**config.mk**
```make
export PLATFORM = sky130hd
export DESIGN_NAME = memtier_power_seq
export DESIGN_NICKNAME = d
export VERILOG_FILES = /design/src/rtl/mt_pkg.sv /design/src/rtl/mt_tier_cell.sv /design/src/rtl/mt_level_ctrl.sv /design/src/rtl/mt_cap_sum.sv /design/src/rtl/memtier_power_seq.sv
export SDC_FILE = /design/constraint.sdc
export NUM_CORES = 1
export LEC_CHECK = 0
export ABC_AREA = 1
export CAP_MARGIN = 20
export CELL_PAD_IN_SITES_DETAIL_PLACEMENT = 1
export CELL_PAD_IN_SITES_GLOBAL_PLACEMENT = 2
export CORE_MARGIN = 4
export CORE_UTILIZATION = 37
export DETAILED_ROUTE_END_ITERATION = 6
export DONT_BUFFER_PORTS = 1
export PLACE_DENSITY_LB_ADDON = 0.25
export REMOVE_ABC_BUFFERS = 1
export SYNTH_ARGS = -nofsm -noshare
export SYNTH_HDL_FRONTEND = slang
export SYNTH_SLANG_ARGS = --single-unit
```
**constraint.sdc**
```tcl
create_clock -name clk -period 3.8 [get_ports clk]
set_input_delay 0.19 -clock clk [delete_from_list [all_inputs] [get_ports clk]]
set_output_delay 0.19 -clock clk [all_outputs]
set_load 0.02 [all_outputs]
```
**src/rtl/mt_pkg.sv**
```systemverilog
package mt_pkg;

   typedef enum logic [1:0] {
      TS_SLEEP = 2'd0,
      TS_WAKE  = 2'd1,
      TS_ON    = 2'd2
   } tier_state_t;

   function automatic int max_int(input int a, input int b);
      return (a > b) ? a : b;
   endfunction

endpackage

```
**src/rtl/mt_tier_cell.sv**
```systemverilog
module mt_tier_cell
   import mt_pkg::*;
#(
   parameter int CNT_W    = 8,
   parameter int WAKE_CYC = 4,
   parameter int HOLD_CYC = 8
) (
   input  logic clk,
   input  logic rst_n,
   input  logic wake_go,
   input  logic sleep_go,
   output logic en_o,
   output logic ready_o,
   output logic hold_done_o
);

   tier_state_t      st;
   logic [CNT_W-1:0] cnt;

   always_ff @(posedge clk or negedge rst_n) begin
      if (!rst_n) begin
         st  <= TS_SLEEP;
         cnt <= '0;
      end else begin
         unique case (st)
            TS_SLEEP: begin
               if (wake_go) begin
                  st  <= TS_WAKE;
                  cnt <= CNT_W'(WAKE_CYC - 1);
               end
            end
            TS_WAKE: begin
               if (cnt == '0) begin
                  st  <= TS_ON;
                  cnt <= CNT_W'(HOLD_CYC - 1);
               end else begin
                  cnt <= cnt - 1'b1;
               end
            end
            TS_ON: begin
               if (sleep_go && cnt == '0) st <= TS_SLEEP;
               else if (cnt != '0)        cnt <= cnt - 1'b1;
            end
            default: st <= TS_SLEEP;
         endcase
      end
   end

   assign en_o        = (st != TS_SLEEP);
   assign ready_o     = (st == TS_ON);
   assign hold_done_o = (st == TS_ON) && (cnt == '0);

   // checker counters: cycles spent waking and cycles spent usable
   logic [CNT_W-1:0] wake_age, on_age;
   always_ff @(posedge clk or negedge rst_n) begin
      if (!rst_n) begin
         wake_age <= '0;
         on_age   <= '0;
      end else begin
         wake_age <= (st == TS_WAKE) ? wake_age + 1'b1 : '0;
         if (st != TS_ON)                      on_age <= '0;
         else if (on_age != CNT_W'(HOLD_CYC))  on_age <= on_age + 1'b1;
      end
   end

   p_wake_latency_r4: assert property (@(posedge clk) disable iff (!rst_n)
      $rose(ready_o) |-> wake_age == CNT_W'(WAKE_CYC));
   p_waking_not_usable_r5: assert property (@(posedge clk) disable iff (!rst_n)
      $rose(en_o) |-> !ready_o);
   p_min_on_r7: assert property (@(posedge clk) disable iff (!rst_n)
      $fell(ready_o) |-> on_age >= CNT_W'(HOLD_CYC));
   p_sleep_from_ready_r7: assert property (@(posedge clk) disable iff (!rst_n)
      $fell(en_o) |-> $past(ready_o && hold_done_o));

endmodule

```
**src/rtl/mt_level_ctrl.sv**
```systemverilog
module mt_level_ctrl #(
   parameter int NT         = 3,
   parameter int LVL_W      = 2,
   parameter int CAP_W      = 16,
   parameter int ONCHIP_CAP = 16,
   parameter int SRAM_CAP   = 64,
   parameter int ROW_CAP    = 256
) (
   input  logic             clk,
   input  logic             rst_n,
   input  logic [CAP_W-1:0] target_cap,
   input  logic [NT-1:0]    tier_en,
   input  logic [NT-1:0]    tier_ready,
   input  logic [NT-1:0]    tier_hold_done,
   output logic [NT-1:0]    wake_go,
   output logic [NT-1:0]    sleep_go
);

   function automatic logic [CAP_W-1:0] level_cap(input logic [LVL_W-1:0] k);
      logic [CAP_W-1:0] c;
      c = CAP_W'(ONCHIP_CAP);
      if (k >= LVL_W'(1)) c = c + CAP_W'(SRAM_CAP);
      if (k >= LVL_W'(2)) c = c + CAP_W'(k - LVL_W'(1)) * CAP_W'(ROW_CAP);
      return c;
   endfunction

   logic [LVL_W-1:0] lvl;
   logic             busy, top_free, grow, shrink;
   logic [CAP_W-1:0] cap_now, cap_less;

   assign busy     = |(tier_en & ~tier_ready);
   assign cap_now  = level_cap(lvl);
   assign cap_less = (lvl != '0) ? level_cap(lvl - LVL_W'(1)) : cap_now;

   always_comb begin
      top_free = 1'b0;
      for (int i = 0; i < NT; i++) begin
         if (lvl == LVL_W'(i + 1)) top_free = tier_ready[i] && tier_hold_done[i];
      end
   end

   assign grow   = !busy && (lvl != LVL_W'(NT)) && (target_cap > cap_now);
   assign shrink = (lvl != '0) && top_free && (target_cap <= cap_less);

   always_comb begin
      for (int i = 0; i < NT; i++) begin
         wake_go[i]  = grow   && (lvl == LVL_W'(i));
         sleep_go[i] = shrink && (lvl == LVL_W'(i + 1));
      end
   end

   always_ff @(posedge clk or negedge rst_n) begin
      if (!rst_n)      lvl <= '0;
      else if (grow)   lvl <= lvl + LVL_W'(1);
      else if (shrink) lvl <= lvl - LVL_W'(1);
   end

   p_grow_shrink_excl_r6: assert property (@(posedge clk) disable iff (!rst_n)
      $onehot0(wake_go | sleep_go));

endmodule

```
**src/rtl/mt_cap_sum.sv**
```systemverilog
module mt_cap_sum #(
   parameter int NT         = 3,
   parameter int CAP_W      = 16,
   parameter int ONCHIP_CAP = 16,
   parameter int SRAM_CAP   = 64,
   parameter int ROW_CAP    = 256
) (
   input  logic [NT-1:0]    tier_ready,
   output logic [CAP_W-1:0] usable_cap
);

   always_comb begin
      usable_cap = CAP_W'(ONCHIP_CAP);
      for (int i = 0; i < NT; i++) begin
         if (tier_ready[i]) usable_cap = usable_cap + ((i == 0) ? CAP_W'(SRAM_CAP) : CAP_W'(ROW_CAP));
      end
   end

endmodule

```
**src/rtl/memtier_power_seq.sv**
```systemverilog
module memtier_power_seq
   import mt_pkg::*;
#(
   parameter int NR           = 4,
   parameter int CAP_W        = 32,
   parameter int ONCHIP_CAP   = 256,
   parameter int SRAM_CAP     = 4096,
   parameter int ROW_CAP      = 262144,
   parameter int CLK_MHZ      = 200,
   parameter int SRAM_WAKE_US = 50,
   parameter int DRAM_WAKE_US = 500,
   parameter int MIN_ON_US    = 1000
) (
   input  logic             clk,
   input  logic             rst_n,
   input  logic [CAP_W-1:0] target_cap,
   output logic [NR:0]      tier_en,
   output logic [NR:0]      tier_ready,
   output logic             sram_ctl_on,
   output logic             dram_ctl_on,
   output logic [CAP_W-1:0] usable_cap
);

   localparam int NT            = NR + 1;
   localparam int LVL_W         = $clog2(NT + 1);
   localparam int SRAM_WAKE_CYC = SRAM_WAKE_US * CLK_MHZ;
   localparam int DRAM_WAKE_CYC = DRAM_WAKE_US * CLK_MHZ;
   localparam int MIN_ON_CYC    = MIN_ON_US * CLK_MHZ;
   localparam int MAX_CYC       = max_int(max_int(SRAM_WAKE_CYC, DRAM_WAKE_CYC), MIN_ON_CYC);
   localparam int CNT_W         = $clog2(MAX_CYC + 1);
   localparam longint FULL_CAP  = longint'(ONCHIP_CAP) + longint'(SRAM_CAP) + longint'(NR) * longint'(ROW_CAP);

   if (NR < 1) begin : g_bad_rows
      $error("memtier_power_seq: NR must be at least 1");
   end
   if (SRAM_WAKE_CYC < 1 || DRAM_WAKE_CYC < 1 || MIN_ON_CYC < 1) begin : g_bad_time
      $error("memtier_power_seq: every latency must be at least one cycle");
   end
   if (CAP_W < 2 || CAP_W > 62 || FULL_CAP >= (longint'(1) << CAP_W)) begin : g_bad_cap
      $error("memtier_power_seq: total capacity does not fit CAP_W");
   end

   logic [NT-1:0] wake_go, sleep_go, hold_done;

   mt_level_ctrl #(
      .NT(NT), .LVL_W(LVL_W), .CAP_W(CAP_W),
      .ONCHIP_CAP(ONCHIP_CAP), .SRAM_CAP(SRAM_CAP), .ROW_CAP(ROW_CAP)
   ) u_ctrl (
      .clk(clk), .rst_n(rst_n), .target_cap(target_cap),
      .tier_en(tier_en), .tier_ready(tier_ready), .tier_hold_done(hold_done),
      .wake_go(wake_go), .sleep_go(sleep_go)
   );

   for (genvar gi = 0; gi < NT; gi++) begin : g_tier
      localparam int WAKE = (gi == 0) ? SRAM_WAKE_CYC : DRAM_WAKE_CYC;
      mt_tier_cell #(
         .CNT_W(CNT_W), .WAKE_CYC(WAKE), .HOLD_CYC(MIN_ON_CYC)
      ) u_cell (
         .clk(clk), .rst_n(rst_n),
         .wake_go(wake_go[gi]), .sleep_go(sleep_go[gi]),
         .en_o(tier_en[gi]), .ready_o(tier_ready[gi]), .hold_done_o(hold_done[gi])
      );
      if (gi > 0) begin : g_order
         p_fill_order_r3: assert property (@(posedge clk) disable iff (!rst_n)
            tier_en[gi] |-> tier_ready[gi-1]);
      end
   end

   mt_cap_sum #(
      .NT(NT), .CAP_W(CAP_W),
      .ONCHIP_CAP(ONCHIP_CAP), .SRAM_CAP(SRAM_CAP), .ROW_CAP(ROW_CAP)
   ) u_sum (
      .tier_ready(tier_ready), .usable_cap(usable_cap)
   );

   assign sram_ctl_on = tier_en[0];
   assign dram_ctl_on = |tier_en[NR:1];

   p_one_change_r10: assert property (@(posedge clk) disable iff (!rst_n)
      $countones(tier_en ^ $past(tier_en)) <= 1);
   p_dram_ctl_with_row0_r8: assert property (@(posedge clk) disable iff (!rst_n)
      $rose(dram_ctl_on) |-> $rose(tier_en[1]));
   p_cap_tracks_ready_r5: assert property (@(posedge clk) disable iff (!rst_n)
      !$stable(usable_cap) |-> !$stable(tier_ready));

endmodule

```
==> out/results.env <==
GRT_START_MAX_NET_PINS=104
POST_DRT_VIA_CELL_RATIO=4.94
TIMING.FINAL.CRIT_SHARE_PCT=89.4
REGISTER_AREA_SQ_UM=2580
SYNTH_CELL_TYPE_COUNT=53
CORE_AREA_SQ_UM=22600
TIMING_WORST_SETUP_PATH_TYPE='register to register'
HOLDPATHSTAGES=7
TIMING.CRITICAL_PATH.FROM_TYPE='register'
SETUP_VIOLATIONS=0
GRT_FIRST_PASS_WIRELENGTH_MM=38.3
CELL_WITH_THE_MOST_INSTANCES_ON_THE_WORST_PATH='nand2_1'
CLOCKROOTBUFFER='clkbuf_16'
TIMING.CRITICAL_PATH.CELLS='inv_1 > ha_1 > ha_1 > inv_1 > nand2_1 > ha_1 > nand2_1 > nor2_1 > nand4_1 > nor2_1 > nand2_1 > nand3_2 > nand2_4 > inv_2 > nand2_2 > nand2_2 > nand3b_4 > nand2_1 > o21ai_2'
FLOORPLAN.DIE.WIDTH_MICRONS=159
WIRELENGTH_MM=22.0
WORST_SKEW_PAIR.LATE_LATENCY_PS=360
SYN-INSTANCE-COUNT=1196
MULTIINPUTGATEAREA_SQ_UM=5000
SETUP.WORST_PATH.END_CLASS='register'
WORST_EP_REQUIRED_TIME_PS=4030
FLOORPLAN.ROWS=55
AREA_GROWTH_PCT=4.56
YS_SEQ_ELEMENTS=103
SYNTH_AREA_SQ_UM=8470
OUTCOME='completed'
MAX_SLEW_VIOLATIONS=0
FINAL_HOLD_VIOLATION_COUNT=0
FINAL_CELL_MIX='269 x nand2_1, 152 x nor2_1, 139 x inv_1'
VDD_IR_DROP_MAX_V=0.000255
SLEW_HEADROOM_PCT=56.3
CELLPOWERDENSITY_nW_PER_UM2=826
R2R_SLACK_PS=400
DRCVIOLATIONCOUNT=0
ROUTE.DETAILED.WL_PER_INST_MICRONS=14.9
STATIC-LEAKAGE-POWER_nW=4.22
LAYOUT.CELLS.MOST_COMMON='nand2_1'
SYNTH-EDFF-COUNT=0
MIN_PERIOD_PS=3400
SYNTH_SEQ_AREA_SHARE_PCT=30.4
SLEW_OF_THE_PIN_WITH_THE_LOWEST_SLEW_MARGIN_PS=651
OVERALL_DIE_AREA_SQ_UM=25400
DR_TOTAL_VIAS=7279
CRIT_FANOUT=36
UNREPAIRED_SETUP_ENDPOINTS_AFTER_GLOBAL_ROUTING='false'
COUNT_OF_FILLER_CELLS_INSERTED_IN_THE_LAYOUT=2934
PATH_CLK_SLEW_PS=80
START_UTIL_PCT=37.5
SYN-MEAN-INSTANCE-AREA_SQ_UM=7.08
INITIAL_ANTENNA_VIOLATION_COUNT=0
ANTENNADIODECOUNT=0
FINAL_CORE_UTILIZATION_PCT=39.2
TOTALNEGATIVESETUPSLACK_PS=0
GRT_UTIL_ALL_LAYERS_PCT=17.9
ANT_NETS=0
SHARE_OF_FINAL_LAYOUT_STANDARD_CELLS_STRONGER_THAN_DRIVE_STRENGTH_1_PCT=8.17
GR-TOTAL-OVERFLOW=0
DIE-HEIGHT_MICRONS=159
NUMCLOCKSINKS=103
FMAX_MHz=294
DR.FIRST_ITER.DRC_COUNT=273
FINAL_NET_COUNT=1268
R2R.WORST_PATH.CELLS=19
WORST_CLOCK_SKEW_PS=11.5
WORSTPATHARRIVAL_PS=3630
YS.WARNINGS.COUNT=0
CLOCK_TREE.HTREE_LEVEL_COUNT=3
CLOCKBUFFERDEPTH=2
VIA_COUNT_OF_THE_FIRST_GLOBAL_ROUTING_PASS=7701
FINALWEIGHTEDCONGESTION=0.766
TRITONCTS_CLOCK_TREE='done'
CAP_VIOL_MAX_COUNT=0
YOSYS_MOST_USED_DFF='dfrtp_1'
IO_PINS=78
PORTBUFFERS=0
DR.PASS1.ITERS=5
CRIT_PATH_TOP_DELAY_CELL='dfrtp_1'
CTS_MADE_BUFFERS=9
DP_HPWL_MM=16.6
HP-CLASS='input port to register'
CRITICAL_PATH.MAX_STAGE_DELAY_PS=440
ASYNC_RESET_FF_SHARE_PCT=100
[synth_stat cells (all sizes together), types with 10 or more instances]
| cell type | instances | area (sq um) |
|---|---|---|
| o21ai | 132 | 773 |
| xnor2 | 13 | 114 |
| nand3 | 62 | 333 |
| buf | 54 | 433 |
| a21oi | 49 | 260 |
| nand4 | 23 | 144 |
| xor2 | 44 | 385 |
| or2 | 10 | 62.6 |
| inv | 142 | 536 |
| nor3 | 23 | 120 |
| nor2 | 163 | 654 |
| nand2 | 283 | 1110 |
| dfrtp | 103 | 2580 |
| ha | 52 | 651 |
[path summary, 6_finish.rpt]
check | to | start
max | g_tier[2].u_cell.cnt[17] | u_ctrl.lvl[1]
min | u_ctrl.lvl[2] | target_cap[30]
max reg2reg | g_tier[2].u_cell.cnt[17] | u_ctrl.lvl[1]
min reg2reg | g_tier[1].u_cell.cnt[17] | g_tier[1].u_cell.cnt[17]
max in group asynchronous | g_tier[1].u_cell.cnt[6] | rst_n
min in group asynchronous | g_tier[0].u_cell.cnt[5] | rst_n
[sequential cells by signal (all words and copies together), names as in the netlist]
name               count
g_tier.u_cell.cnt     90
g_tier.u_cell.st      10
u_ctrl.lvl             3
[layer usage]
metal,wire length [microns],vias to the layer above,track usage (%),share of wire [%]
met5,0,-,0,0
met4,153,0,3.08,0.70
met3,482,13,2.85,2.2
met2,10800,48,31.8,49
met1,10500,3456,23.3,48
li1,-,3762,-,-
[metrics by stage]
stage                     area [sq um]  hold slack (ps)  power [W]  setup slack (ps)  cells
after floorplan                   8120             -106    0.00519               710   1164
after global placement            8520             -102    0.00630               512   1454
after detailed placement          8520             -102    0.00639               370   1454
after CTS                         8860              371    0.00748               346   1472
after global routing              8860              422    0.00819              45.4   1472
final                             8860              384    0.00732               401   1472
[cell families (layout without fill, tap and decap cells)]
kind of cell | count (synthesis) | count (layout) | share of synthesized area [%]
AND/OR/NAND/NOR | 577 | 577 | 30.0
buffers and inverters | 203 | 168 | 11.8
AO/OA/AOI/OAI | 202 | 202 | 14.2
flip-flops | 103 | 103 | 30.4
XOR/XNOR | 57 | 57 | 5.89
adder cells (fa/ha/maj) | 52 | 52 | 7.68
other | 2 | 28 | 0.0886
[layout make-up]
type	count	area share, %
Multi-Input combinational cell	916	56.4
Sequential cell	103	29.1
Inverter	145	6.19
Tap cell	285	4.03
Clock buffer	10	2.70
Timing Repair Buffer	7	0.847
Clock inverter	6	0.749
[worst max-delay path: cells and delay by family, from the launching register on]
kind	cells	cell delay [ps]
compound gates	1	70
fa+ha+maj	3	810
buf+inv	3	370
flops	1	440
simple gates	12	1570
[report_power, final]
group / switching (W) / internal, W / total [W]
clock network: 0.000467 / 0.000536 / 0.00100
logic: 0.00306 / 0.00139 / 0.00445
registers: 0.000392 / 0.00148 / 0.00187
[what timing repair did]
action | in CTS | in global routing
hold buffers | 2 | 0
setup buffers | 0 | 0
gates resized for setup | 0 | 0
endpoints found under the hold margin | 103 | 0
No activity file was read; power rests on OpenSTA's default activity.
